[config.mk]
export PLATFORM = sky130hd
export DESIGN_NAME = t1_tx_cond
export DESIGN_NICKNAME = d
export VERILOG_FILES = /design/src/rtl/t1_tx_pkg.sv /design/src/rtl/t1_frame_pos.sv /design/src/rtl/t1_byte_cond.sv /design/src/rtl/t1_tx_cond.sv
export SDC_FILE = /design/constraint.sdc
export NUM_CORES = 1
export LEC_CHECK = 0
export BUFFER_PORTS_ARGS = -buffer_cell sky130_fd_sc_hd__buf_2
export CAP_MARGIN = 25
export CORE_MARGIN = 4
export CORE_UTILIZATION = 54
export CTS_CLUSTER_DIAMETER = 40
export CTS_CLUSTER_SIZE = 40
export DETAILED_ROUTE_END_ITERATION = 10
export PLACE_DENSITY = 0.8
export SYNTH_ARGS = -nofsm -noshare
export SYNTH_HDL_FRONTEND = slang
export SYNTH_SLANG_ARGS = --single-unit
export TNS_END_PERCENT = 20
[constraint.sdc]
create_clock -name clk -period 3.6 [get_ports clk]
set_input_delay 0.72 -clock clk [delete_from_list [all_inputs] [get_ports clk]]
set_output_delay 0.72 -clock clk [all_outputs]
set_load 0.01 [all_outputs]
[src/rtl/t1_tx_pkg.sv]
package t1_tx_pkg;
  localparam int DEF_N_CH = 24;
  localparam int DEF_CH_W = 8;
  localparam int DEF_N_FR = 12;

  // True when frame position p carries the last bit of a channel.
  function automatic logic pos_is_lsb(int p, int ch_w);
    return (p != 0) && (((p - 1) % ch_w) == (ch_w - 1));
  endfunction
endpackage

[src/rtl/t1_frame_pos.sv]
module t1_frame_pos
  import t1_tx_pkg::*;
#(
  parameter int N_CH = DEF_N_CH,
  parameter int CH_W = DEF_CH_W,
  parameter int N_FR = DEF_N_FR,
  localparam int FB = N_CH * CH_W + 1,
  localparam int PW = $clog2(FB),
  localparam int FW = $clog2(N_FR),
  localparam int CW = $clog2(N_CH)
) (
  input  logic          clk,
  input  logic          rst,
  input  logic          step,
  output logic [CW-1:0] chan,
  output logic          at_fbit,
  output logic          at_lsb,
  output logic          nxt_lsb,
  output logic          last_frm
);
  logic [PW-1:0] pos_q, pos_nxt;
  logic [FW-1:0] frm_q, frm_nxt;

  always_comb begin
    pos_nxt = (pos_q == PW'(FB - 1)) ? '0 : pos_q + 1'b1;
    frm_nxt = frm_q;
    if (pos_q == PW'(FB - 1))
      frm_nxt = (frm_q == FW'(N_FR - 1)) ? '0 : frm_q + 1'b1;
  end

  always_ff @(posedge clk) begin
    if (rst) begin
      pos_q <= '0;
      frm_q <= '0;
    end else if (step) begin
      pos_q <= pos_nxt;
      frm_q <= frm_nxt;
    end
  end

  assign chan     = CW'((int'(pos_q) - 1) / CH_W);
  assign at_fbit  = (pos_q == '0);
  assign at_lsb   = pos_is_lsb(int'(pos_q), CH_W);
  assign nxt_lsb  = pos_is_lsb(int'(pos_nxt), CH_W);
  assign last_frm = (frm_q == FW'(N_FR - 1));

  // position and frame counters never leave their ranges
  p_pos_range_r10: assert property (@(posedge clk) disable iff (rst)
    (int'(pos_q) < FB) && (int'(frm_q) < N_FR));
endmodule

[src/rtl/t1_byte_cond.sv]
module t1_byte_cond
  import t1_tx_pkg::*;
#(
  parameter int N_CH = DEF_N_CH,
  parameter int CH_W = DEF_CH_W,
  localparam int CW = $clog2(N_CH),
  localparam int B2 = CH_W - 2,
  localparam int B7 = 1
) (
  input  logic [CH_W-1:0] byte_i,
  input  logic [CW-1:0]   chan,
  input  logic            zs_en,
  input  logic            zs_glb,
  input  logic [N_CH-1:0] zs_mask,
  input  logic            yel_b2,
  output logic [CH_W-1:0] byte_o
);
  logic [CH_W-1:0] masked;
  logic            elig;

  always_comb begin
    masked = byte_i;
    if (yel_b2) masked[B2] = 1'b0;
    elig   = zs_en && (zs_glb || zs_mask[chan]);
    byte_o = masked;
    if (elig && (masked == '0)) byte_o[B7] = 1'b1;
  end
endmodule

[src/rtl/t1_tx_cond.sv]
module t1_tx_cond
  import t1_tx_pkg::*;
#(
  parameter int N_CH = DEF_N_CH,
  parameter int CH_W = DEF_CH_W,
  parameter int N_FR = DEF_N_FR
) (
  input  logic            clk,
  input  logic            rst,
  input  logic            bit_en,
  input  logic            ser_in,
  input  logic            zs_en,
  input  logic            zs_global,
  input  logic [N_CH-1:0] zs_chan_en,
  input  logic            yel_en,
  input  logic            yel_fmt,
  input  logic            blue_en,
  output logic            ser_out,
  output logic            chclk
);
  localparam int CW = $clog2(N_CH);

  logic [CW-1:0]   chan;
  logic            at_fbit, at_lsb, nxt_lsb, last_frm;
  logic [CH_W-1:0] d_q, shift, cond;

  t1_frame_pos #(.N_CH(N_CH), .CH_W(CH_W), .N_FR(N_FR)) u_pos (
    .clk(clk), .rst(rst), .step(bit_en), .chan(chan), .at_fbit(at_fbit),
    .at_lsb(at_lsb), .nxt_lsb(nxt_lsb), .last_frm(last_frm)
  );

  // Incoming bit joins the delay line; the framing slot of the last
  // frame in the count is forced high for the S-bit yellow format.
  always_comb begin
    shift = {d_q[CH_W-2:0], ser_in};
    if (at_fbit && yel_en && yel_fmt && last_frm) shift[0] = 1'b1;
  end

  t1_byte_cond #(.N_CH(N_CH), .CH_W(CH_W)) u_cond (
    .byte_i(shift), .chan(chan), .zs_en(zs_en), .zs_glb(zs_global),
    .zs_mask(zs_chan_en), .yel_b2(yel_en && !yel_fmt), .byte_o(cond)
  );

  always_ff @(posedge clk) begin
    if (rst) begin
      d_q     <= '0;
      ser_out <= 1'b0;
      chclk   <= 1'b0;
    end else if (bit_en) begin
      d_q     <= at_lsb ? cond : shift;
      ser_out <= blue_en ? 1'b1 : d_q[CH_W-1];
      chclk   <= nxt_lsb;
    end
  end

  // blue alarm yields a one on the following cycle
  p_blue_ones_r8: assert property (@(posedge clk) disable iff (rst)
    (bit_en && blue_en) |=> ser_out);

  // outputs only move on bit strobes
  p_hold_r2: assert property (@(posedge clk) disable iff (rst)
    !bit_en |=> ($stable(ser_out) && $stable(chclk)));

  // channel strobe never covers two consecutive bit periods
  p_chclk_single_r9: assert property (@(posedge clk) disable iff (rst)
    (bit_en && chclk) |=> !chclk);

  // a byte loaded under global stuffing is never all zero
  p_glob_nonzero_r3: assert property (@(posedge clk) disable iff (rst)
    (bit_en && at_lsb && zs_en && zs_global) |=> (d_q != '0));

  // a byte loaded under bit-2 yellow has that bit cleared
  p_yel_bit2_r6: assert property (@(posedge clk) disable iff (rst)
    (bit_en && at_lsb && yel_en && !yel_fmt) |=> !d_q[CH_W-2]);
endmodule

Word-level counts from Yosys, hierarchy flattened
Index checks and enable logic that the tools add are counted.

word-level totals
  flip-flop bits (word level) = 22
  word-level logic and storage cells = 43

operators by class
  add/subtract/negate cells = 5
  magnitude comparators = 1
  equality and inequality tests = 4
  muxes and demuxes = 9
  bitwise operators = 2
  reduce and logical (&&, ||, !) cells = 17

operators by type and width
  operator                                                                       count
  8-bit by 1-bit subtractor with 9-bit output (second input constant)            2
  8-bit logical NOT                                                              2
  8-bit nonzero test                                                             2
  4-bit == test (second input constant)                                          3
  8-bit by 1-bit adder with 8-bit output (second input constant)                 1
  8-bit == test (second input constant)                                          1
  1-bit logical AND                                                              8
  8-bit 2-to-1 mux                                                               1
  7-bit 2-to-1 mux                                                               1
  5-bit by 6-bit less-than comparator with 1-bit output (second input constant)  1
  3-bit OR reduction                                                             2
  5-bit by 1-bit adder with 5-bit output                                         1
  1-bit binary-select mux with 5-bit select                                      1
  1-bit 2-to-1 mux                                                               5
  4-bit by 1-bit adder with 4-bit output (second input constant)                 1
  4-bit 2-to-1 mux                                                               1
  1-bit AND                                                                      2
  2-bit AND reduction                                                            1
  1-bit logical NOT                                                              1
  1-bit logical OR                                                               1

Depth between registers and ports, before layout
Gate-level depths: netlist of the first run.

  depth in word-level cells = 11
  mapped depth = 11

Modules after synthesis
A second synthesis of the first run with hierarchy kept.

unflattened totals
  cell total of the unflattened synthesis = 204
  area, all modules = 1722.9 um2

modules (own cells, without submodules)
  module        instances  cells each  area each (um2)  seq. area each (um2)
  t1_frame_pos  1          116         949.7            240.2
  t1_tx_cond    1          46          456.7            200.2
  t1_byte_cond  1          42          316.6            0.0

Worst setup path after synthesis of the first run
No wires, ideal clock.

  path type = register to register
  start = reg u_pos.pos_q[4]
  end = reg d_q[1]
  arrival = 2.829 ns
  data required time = 3.480 ns
  path slack = 0.651 ns
  stages on the path, launching flop included = 10
  path buffers = 2
  cell sequence = dfxtp_1 clkbuf_1 nor4_1 and3_1 ha_1 clkbuf_1 mux4_2 mux2_2 and3_2 o31a_1

on the way
  word-level cells in the longest chain between the ends = 10
  elaborated cells on any way between the ends = 19
  those cells by class = 2 x add/sub; 1 x eq/ne; 5 x mux; 1 x bitwise; 10 x reduce/logical

ends and longest elaborated chain
  what                                              line                                RTL
  start: declaration                                t1_frame_pos.sv:21                  logic [PW-1:0] pos_q, pos_nxt;
  start signal: assignment                          t1_frame_pos.sv:36                  pos_q <= pos_nxt;
  8-bit by 1-bit subtractor with 9-bit output       t1_tx_pkg.sv:8, t1_frame_pos.sv:41
  1-bit AND (no line)                               --
  5-bit by 1-bit adder with 5-bit output (no line)  --
  1-bit binary-select mux with 5-bit select         t1_byte_cond.sv:24                  elig = zs_en && (zs_glb || zs_mask[chan]);
  1-bit 2-to-1 mux (not written as such)            t1_byte_cond.sv:24
  1-bit logical OR                                  t1_byte_cond.sv:24
  1-bit logical AND                                 t1_byte_cond.sv:24
  1-bit logical AND                                 t1_byte_cond.sv:26                  if (elig && (masked == '0)) byte_o[B7] = 1'b1;
  1-bit 2-to-1 mux                                  t1_byte_cond.sv:26
  7-bit 2-to-1 mux *                                t1_tx_cond.sv:50                    d_q <= at_lsb ? cond : shift;
  end signal: assignment                            t1_tx_cond.sv:50
  end: declaration                                  t1_tx_cond.sv:25                    logic [CH_W-1:0] d_q, shift, cond;

Every way passes the cells marked *; elsewhere a longest branch is shown, timed or not. The select of a mux whose other input is x is not followed.
A chain may end at the register's enable or synchronous reset.

Worst setup path in the final report of the first run
  start = reg u_pos.pos_q[0]
  end = reg d_q[1]

on the way
  word-level cells in the longest chain between the ends = 11
  elaborated cells on any way between the ends = 20
  those cells by class = 2 x add/sub; 1 x eq/ne; 5 x mux; 1 x bitwise; 11 x reduce/logical

ends and longest elaborated chain
  what                                              line
  8-bit by 1-bit subtractor with 9-bit output       t1_tx_pkg.sv:8, t1_frame_pos.sv:41
  3-bit OR reduction (no line)                      --
  1-bit AND (no line)                               --
  5-bit by 1-bit adder with 5-bit output (no line)  --
  1-bit binary-select mux with 5-bit select         t1_byte_cond.sv:24
  1-bit 2-to-1 mux (not written as such)            t1_byte_cond.sv:24
  1-bit logical OR                                  t1_byte_cond.sv:24
  1-bit logical AND                                 t1_byte_cond.sv:24
  1-bit logical AND                                 t1_byte_cond.sv:26
  1-bit 2-to-1 mux                                  t1_byte_cond.sv:26
  7-bit 2-to-1 mux *                                t1_tx_cond.sv:50

Marked as above.

==> flow_metrics.env, run 1 <==
export IMPL_initial_core_util=0.562
export IMPL_totalWireLength_um=3530
export IMPL_slew_headroom=0.633
export IMPL_grt_usage=0.188
export IMPL_reg2reg_to="d_q[1]"
export IMPL_drt_pass1_iterations=4
export IMPL_dr_wl_met2_um=1890
export IMPL_cp_required_ns=3.82
export IMPL_startpoint_type="flip-flop"
export IMPL_synth_fp_nets=221
export IMPL_post_cts_resized=0
export IMPL_cts_tree="done"
export IMPL_status="finished clean"
export IMPL_synth_cell_types=41
export IMPL_fillerInstances=240
export IMPL_synthAdderAreaFrac=0.0484
export IMPL_finalMaxSlewViolations=0
export IMPL_met1Wirelength_um=1470
export IMPL_rows=19
export IMPL_ir_drop_uv=275
export IMPL_multiInputGateArea_sq_um=1030
export IMPL_maxCapViolations=0
export IMPL_crit_fanout=9
export IMPL_path_clk_slew_ns=0.13
export IMPL_drive_above_1_share=0.237
export IMPL_yosys_area_share_xor_xnor=0.0734
export IMPL_antenna_found_initial=0
export IMPL_hold_viol_final=0
export IMPL_ant_nets=0
export IMPL_hold_class="reg2reg"
export IMPL_overflow=0
export IMPL_setup_tns_ns=0
export IMPL_path_cells="inv_1 > ha_1 > and3_1 > ha_1 > nor3b_1 > or4_4 > a211o_1 > a211oi_1 > a211oi_1 > o31a_1"
export IMPL_critPathMaxStageDelay_ns=0.50
export IMPL_skew_ns=0.00400
export IMPL_dieWidth_um=61.6
export IMPL_drtIter0Drc=75
export IMPL_diodes=0
export IMPL_grt_pass1_wl_um=5460
export IMPL_whs_ns=0.481
export IMPL_dp_slack_ns=0.700
export IMPL_holdPathStages=2
export IMPL_ff2ff_path_depth=10
export IMPL_rsz0062_at_grt="no"
export IMPL_r2r_slack_ns=0.64
export IMPL_syn_cell_area_sq_um=1550
export IMPL_netlist_instances=182
export IMPL_p_total_uw=652
export IMPL_end_kind="flip-flop"
export IMPL_ys_seq_area_frac=0.284
export IMPL_grt_pass1_vias=1307
export IMPL_drc=0
export IMPL_port_buffers=34
export IMPL_gp_congestion=0.866
export IMPL_final_core_util=0.637
export IMPL_synth_simple_area_share=0.248
export IMPL_dpl_hpwl_um=2660
export IMPL_coreArea_sq_um=2760
export IMPL_io_pins=35
export IMPL_postCtsSetupBuffers=0
export IMPL_die_area_sq_um=3790
export IMPL_arrival_ns=3.17
export IMPL_wl_per_cell_um=14.8
export IMPL_slowest_stage="or4_4"
export IMPL_synth_edf_count=0
export IMPL_final_seq_area_sq_um=440
export IMPL_postCtsHoldBufs=0
export IMPL_synth_mux_area_frac=0.159
export IMPL_worst_slack_ns=0.644
export IMPL_cts_sinks=22
export IMPL_grt_max_degree=31
export IMPL_top_layer_used="met4"
export IMPL_criticalPathCategory="reg2reg"
export IMPL_r2r_start="u_pos.pos_q[0]"
export IMPL_cts_path_max_buffers=2
export IMPL_die_h_um=61.6
export IMPL_synthFlopType="dfxtp_1"
export IMPL_fmax_mhz=338
export IMPL_nets=247
export IMPL_period_share=0.821
export IMPL_insertion_delay_ns=0.31
export IMPL_ys_warn_count=0
export IMPL_syn_mean_instance_area_sq_um=8.52
export IMPL_synth_compound_area_frac=0.135
export IMPL_clockRootBuffer="clkbuf_4"
export IMPL_cts_max_level=1
export IMPL_ys_ff_latch=22
export IMPL_vias=1439
export IMPL_min_period_ns=2.96
export IMPL_synthArstFlopShare=0
export IMPL_synth_top_family_by_area="simple AND/OR/NAND/NOR gates"
export IMPL_hold_end="chclk"
export IMPL_p_per_area_nw_per_um2=371
export IMPL_hold_start="chclk"
export IMPL_cts_inserted_buffers=3
export IMPL_met3_length_um=125
export IMPL_area_growth_pct=13.3
export IMPL_p_leak_nw=0.744
export IMPL_via_per_inst=6.05
export IMPL_finalSetupViolations=0
export IMPL_worst_pin_slew_ns=0.550
## metal layers
metal,global-route usage,up-vias
met5,0,-
met1,0.230,687
met2,0.339,35
met3,0.0189,7
met4,0.0667,0
li1,-,710
## kinds of logic (layout without fill, tap and decap cells)
logic type | after synthesis | count (layout)
AOI/OAI and AO/OA | 32 | 32
xor gates and xnor gates | 13 | 13
adders and majority gates | 6 | 6
buffers and inverters | 19 | 44
DFF | 22 | 22
muxes | 17 | 17
and+or+nand+nor | 73 | 73
## area by class of cell
type	count	share of cell area
Multi-Input combinational cell	141	0.585
Sequential cell	22	0.251
Timing Repair Buffer	35	0.101
Tap cell	31	0.0221
Clock inverter	1	0.0171
Clock buffer	3	0.0128
Inverter	5	0.0107
## cells in the mapped netlist, drive strengths merged, types with 2 or more instances
library cell / number / area [sq um]
xnor2: 6 / 52.6
and3: 6 / 38.8
nand2: 9 / 33.8
xor2: 7 / 61.3
a21oi: 10 / 50.1
nand4: 2 / 12.5
nor3: 4 / 20.0
inv: 5 / 18.8
nor2: 24 / 90.1
ha: 6 / 75.1
nor4b: 2 / 17.5
nor4: 2 / 12.5
clkbuf: 11 / 41.3
mux4: 6 / 135
and4: 2 / 17.5
nor3b: 4 / 30.0
nand2b: 4 / 25.0
mux2i: 10 / 100
o21ai: 5 / 25.0
dfxtp: 22 / 440
o31a: 2 / 17.5
buf: 3 / 21.3
nand3: 9 / 45.0
a211oi: 6 / 45.0
## sequential cells by signal (all words and copies together) (netlist names)
register	flops
ser_out	1
chclk	1
u_pos.pos_q	8
u_pos.frm_q	4
d_q	8
## worst max-delay path: cells and delay by family (launching register included)
family          cells  cell delay (ns)
flops               1             0.49
simple gates        3             0.84
fa+ha+maj           2             0.50
buf+inv             1             0.13
compound gates      4             0.91
## worst max path at each step
stage                               from  endpoint  slack, ns
after CTS                 u_pos.pos_q[0]    d_q[1]       0.67
after global placement    u_pos.pos_q[4]    d_q[1]       0.76
final                     u_pos.pos_q[0]    d_q[1]       0.64
after global routing      u_pos.pos_q[0]    d_q[1]       0.44
after floorplan           u_pos.pos_q[4]    d_q[1]       0.65
after detailed placement  u_pos.pos_q[0]    d_q[1]       0.70
## power by group
group | internal, mW | total [mW] | switching (mW)
Sequential | 0.250 | 0.258 | 0.00800
Clock | 0.113 | 0.193 | 0.0805
Combinational | 0.110 | 0.201 | 0.0905
## cells in the final DEF (no fill, tap or decap), types with 2 or more instances in the layout
cell type / netlist / final
a211oi_1: 6 / 6
a21oi_1: 10 / 10
and3_1: 5 / 5
and4_1: 2 / 2
buf_2: 2 / 34
clkbuf_4: 0 / 3
dfxtp_1: 22 / 22
ha_1: 6 / 6
inv_1: 5 / 5
mux2i_1: 10 / 10
mux4_2: 6 / 6
nand2_1: 9 / 9
nand2b_1: 4 / 4
nand3_1: 9 / 9
nand4_1: 2 / 2
nor2_1: 24 / 24
nor3_1: 4 / 4
nor3b_1: 4 / 4
nor4_1: 2 / 2
nor4b_1: 2 / 2
o21ai_0: 5 / 5
o31a_1: 2 / 2
xnor2_1: 6 / 6
xor2_1: 7 / 7
## through the flow
step	area, sq um	std cells
after floorplan	1550	182
after global placement	1700	234
after detailed placement	1700	234
after CTS	1760	238
after global routing	1760	238
final	1760	238
(Power assumes the default switching activity.)
==> inputs of run 2 (changes only) <==
- ABC_AREA: unset -> 1
- PLACE_DENSITY: 0.8 -> 0.79
- clock period: 3.6 -> 3.1 ns (I/O delays scaled with it)
==> flow_metrics.env, run 2 <==
export IMPL_status="finished clean"
export IMPL_synth_top_area_share=0.267
export IMPL_nets=325
export IMPL_cts_tree="done"
export IMPL_ys_ff_latch=22
export IMPL_synth_top_family_by_area="simple AND/OR/NAND/NOR gates"
export IMPL_finalMaxSlewViolations=0
export IMPL_cts_sinks=22
export IMPL_area_growth_pct=13.7
export IMPL_whs_ns=0.489
export IMPL_post_cts_resized=0
export IMPL_synth_mux_area_frac=0
export IMPL_synthFlopType="dfxtp_1"
export IMPL_via_per_inst=5.50
export IMPL_criticalPathCategory="reg2reg"
export IMPL_synth_fp_nets=292
export IMPL_final_core_util=0.663
export IMPL_cts_inserted_buffers=3
export IMPL_diodes=0
export IMPL_p_per_area_nw_per_um2=419
export IMPL_switching_power_uw=295
export IMPL_vias=1737
export IMPL_die_area_sq_um=4000
export IMPL_wl_per_cell_um=12.2
export IMPL_final_cell_mix="nand2_1 (45), nor2_1 (34), buf_2 (34), o21ai_0 (28), inv_1 (23)"
export IMPL_synthAdderAreaFrac=0.0455
export IMPL_comb_power_share=0.396
export IMPL_path_clk_slew_ns=0.12
export IMPL_netlist_instances=253
export IMPL_skew_ns=0.00923
export IMPL_synthTopCellsByArea="dfxtp_1 (27%), nand2_1 (10%), o21ai_0 (8.5%), nor2_1 (7.7%), nand3_1 (6.1%)"
export IMPL_fmax_mhz=374
export IMPL_gp_congestion=0.903
export IMPL_synth_edf_count=0
export IMPL_antenna_found_initial=0
export IMPL_period_share=0.863
export IMPL_cp_required_ns=3.35
export IMPL_synth_cell_types=34
export IMPL_ir_drop_uv=284
export IMPL_die_h_um=63.3
export IMPL_maxCapViolations=0
export IMPL_reg_top3="d_q x8, u_pos.pos_q x8, u_pos.frm_q x4"
export IMPL_drt_pass1_iterations=5
export IMPL_cts_max_level=1
export IMPL_p_leak_nw=0.866
export IMPL_dieWidth_um=63.3
export IMPL_finalSetupViolations=0
export IMPL_syn_cell_area_sq_um=1650
export IMPL_grt_pass1_vias=1645
export IMPL_hold_viol_final=0
export IMPL_layout_commonest_cell="nand2_1"
export IMPL_port_buffers=34
export IMPL_grt_max_degree=21
export IMPL_drtIter0Drc=85
export IMPL_ant_nets=0
export IMPL_synthArstFlopShare=0
export IMPL_drive_above_1_share=0.239
export IMPL_postCtsSetupBuffers=0
export IMPL_ys_seq_area_frac=0.267
export IMPL_overflow=0
export IMPL_slew_headroom=0.731
export IMPL_clockRootBuffer="clkbuf_4"
export IMPL_intPower_uw=491
export IMPL_yosys_area_share_xor_xnor=0.0266
export IMPL_synth_common_cells="nand2_1 (45), nor2_1 (34), o21ai_0 (28)"
export IMPL_dpl_hpwl_um=3030
export IMPL_postCtsHoldBufs=0
export IMPL_min_period_ns=2.68
export IMPL_rsz0062_at_grt="no"
export IMPL_initial_core_util=0.583
export IMPL_grt_usage=0.197
export IMPL_worst_pin_slew_ns=0.403
export IMPL_syn_mean_instance_area_sq_um=6.52
export IMPL_clock_power_share=0.203
export IMPL_p_seq_frac=0.401
export IMPL_startpoint_type="flip-flop"
export IMPL_totalWireLength_um=3850
export IMPL_ys_warn_count=0
export IMPL_end_kind="flip-flop"
export IMPL_io_pins=35
export IMPL_setup_tns_ns=0
export IMPL_coreArea_sq_um=2830
export IMPL_crit_fanout=13
export IMPL_drc=0
export IMPL_hold_class="reg2reg"
export IMPL_insertion_delay_ns=0.31
export IMPL_p_sw_frac=0.375
export IMPL_arrival_ns=2.93
export IMPL_synth_compound_area_frac=0.175
export IMPL_grt_pass1_wl_um=6560
export IMPL_cts_path_max_buffers=2
export IMPL_yosysTopAreaCell="dfxtp_1"
export IMPL_post_synth_top_count_cell="nand2_1"
export IMPL_synth_simple_area_share=0.404
export IMPL_rows=19
run 2: cell types whose count changed in the layout (fill, tap and decap cells not counted), moves of 5 or more:
cell / change
and3_1: -5
inv_1: +18
mux2i_1: -10
mux4_2: -6
nand2_1: +36
nand2_2: +7
nand3_1: +11
nand4_1: +5
nor2_1: +10
o21ai_0: +23
xnor2_1: -5
run 2: layer usage:
layer / vias to the layer above / global-route usage / share of wire / routed length (um)
met5: - / 0 / 0 / 0
met4: 0 / 0.0674 / 0.013 / 51
met3: 8 / 0.0480 / 0.052 / 200
met2: 39 / 0.356 / 0.49 / 1880
met1: 777 / 0.225 / 0.45 / 1720
li1: 913 / - / - / -
run 2: path summary, 6_finish.rpt:
kind / startpoint / slack, ns / end / depth (start not counted)
setup / recovery: u_pos.pos_q[0] / 0.42 / d_q[1] / 15
hold / removal: chclk / 0.49 / chclk / 2
setup reg to reg: u_pos.pos_q[0] / 0.42 / d_q[1] / 15
hold reg to reg: chclk / 0.49 / chclk / 2
run 2: power groups by stage:
stage | registers, mW | clock network [mW] | logic (mW)
after floorplan | 0.318 | 0 | 0.246
after global placement | 0.321 | 0 | 0.304
after detailed placement | 0.321 | 0 | 0.308
after CTS | 0.315 | 0.166 | 0.311
after global routing | 0.317 | 0.176 | 0.353
final | 0.315 | 0.160 | 0.311
run 2: stage by stage:
stage               total power, mW  setup slack (ns)  area (sq um)  instances
floorplan                     0.563             0.806          1650        253
global placement              0.625             0.581          1840        312
detailed placement            0.629             0.474          1840        312
CTS                           0.792             0.405          1880        316
global route                  0.847             0.167          1880        316
finish                        0.785             0.424          1880        316
run 2: cell type report:
cell class	instances	area, sq um
Sequential cell	22	440
Clock buffer	4	36.3
Inverter	27	101
Fill cell	248	953
Tap cell	31	38.8
Timing Repair Buffer	36	185
Multi-Input combinational cell	196	1070
run 2: kinds of logic (layout without fill, tap and decap cells):
logic type                 count (synthesis)  in the layout
buffers and inverters                     35             67
AOI/OAI and AO/OA                         51             51
adders and majority gates                  6              6
and+or+nand+nor                          134            134
DFF                                       22             22
xor gates and xnor gates                   5              5
run 2: worst max-delay path, stage by stage, from the launching register on:
cell	delay, ns
dfxtp_1	0.35
inv_1	0.22
ha_1	0.33
nand2_2	0.09
nor2_1	0.17
ha_1	0.38
inv_1	0.30
nor2_1	0.07
o22a_1	0.21
nand2_1	0.07
nand3_2	0.06
nor2_1	0.08
nor2_1	0.04
nand2_1	0.05
nand2_1	0.06
a21oi_2	0.12
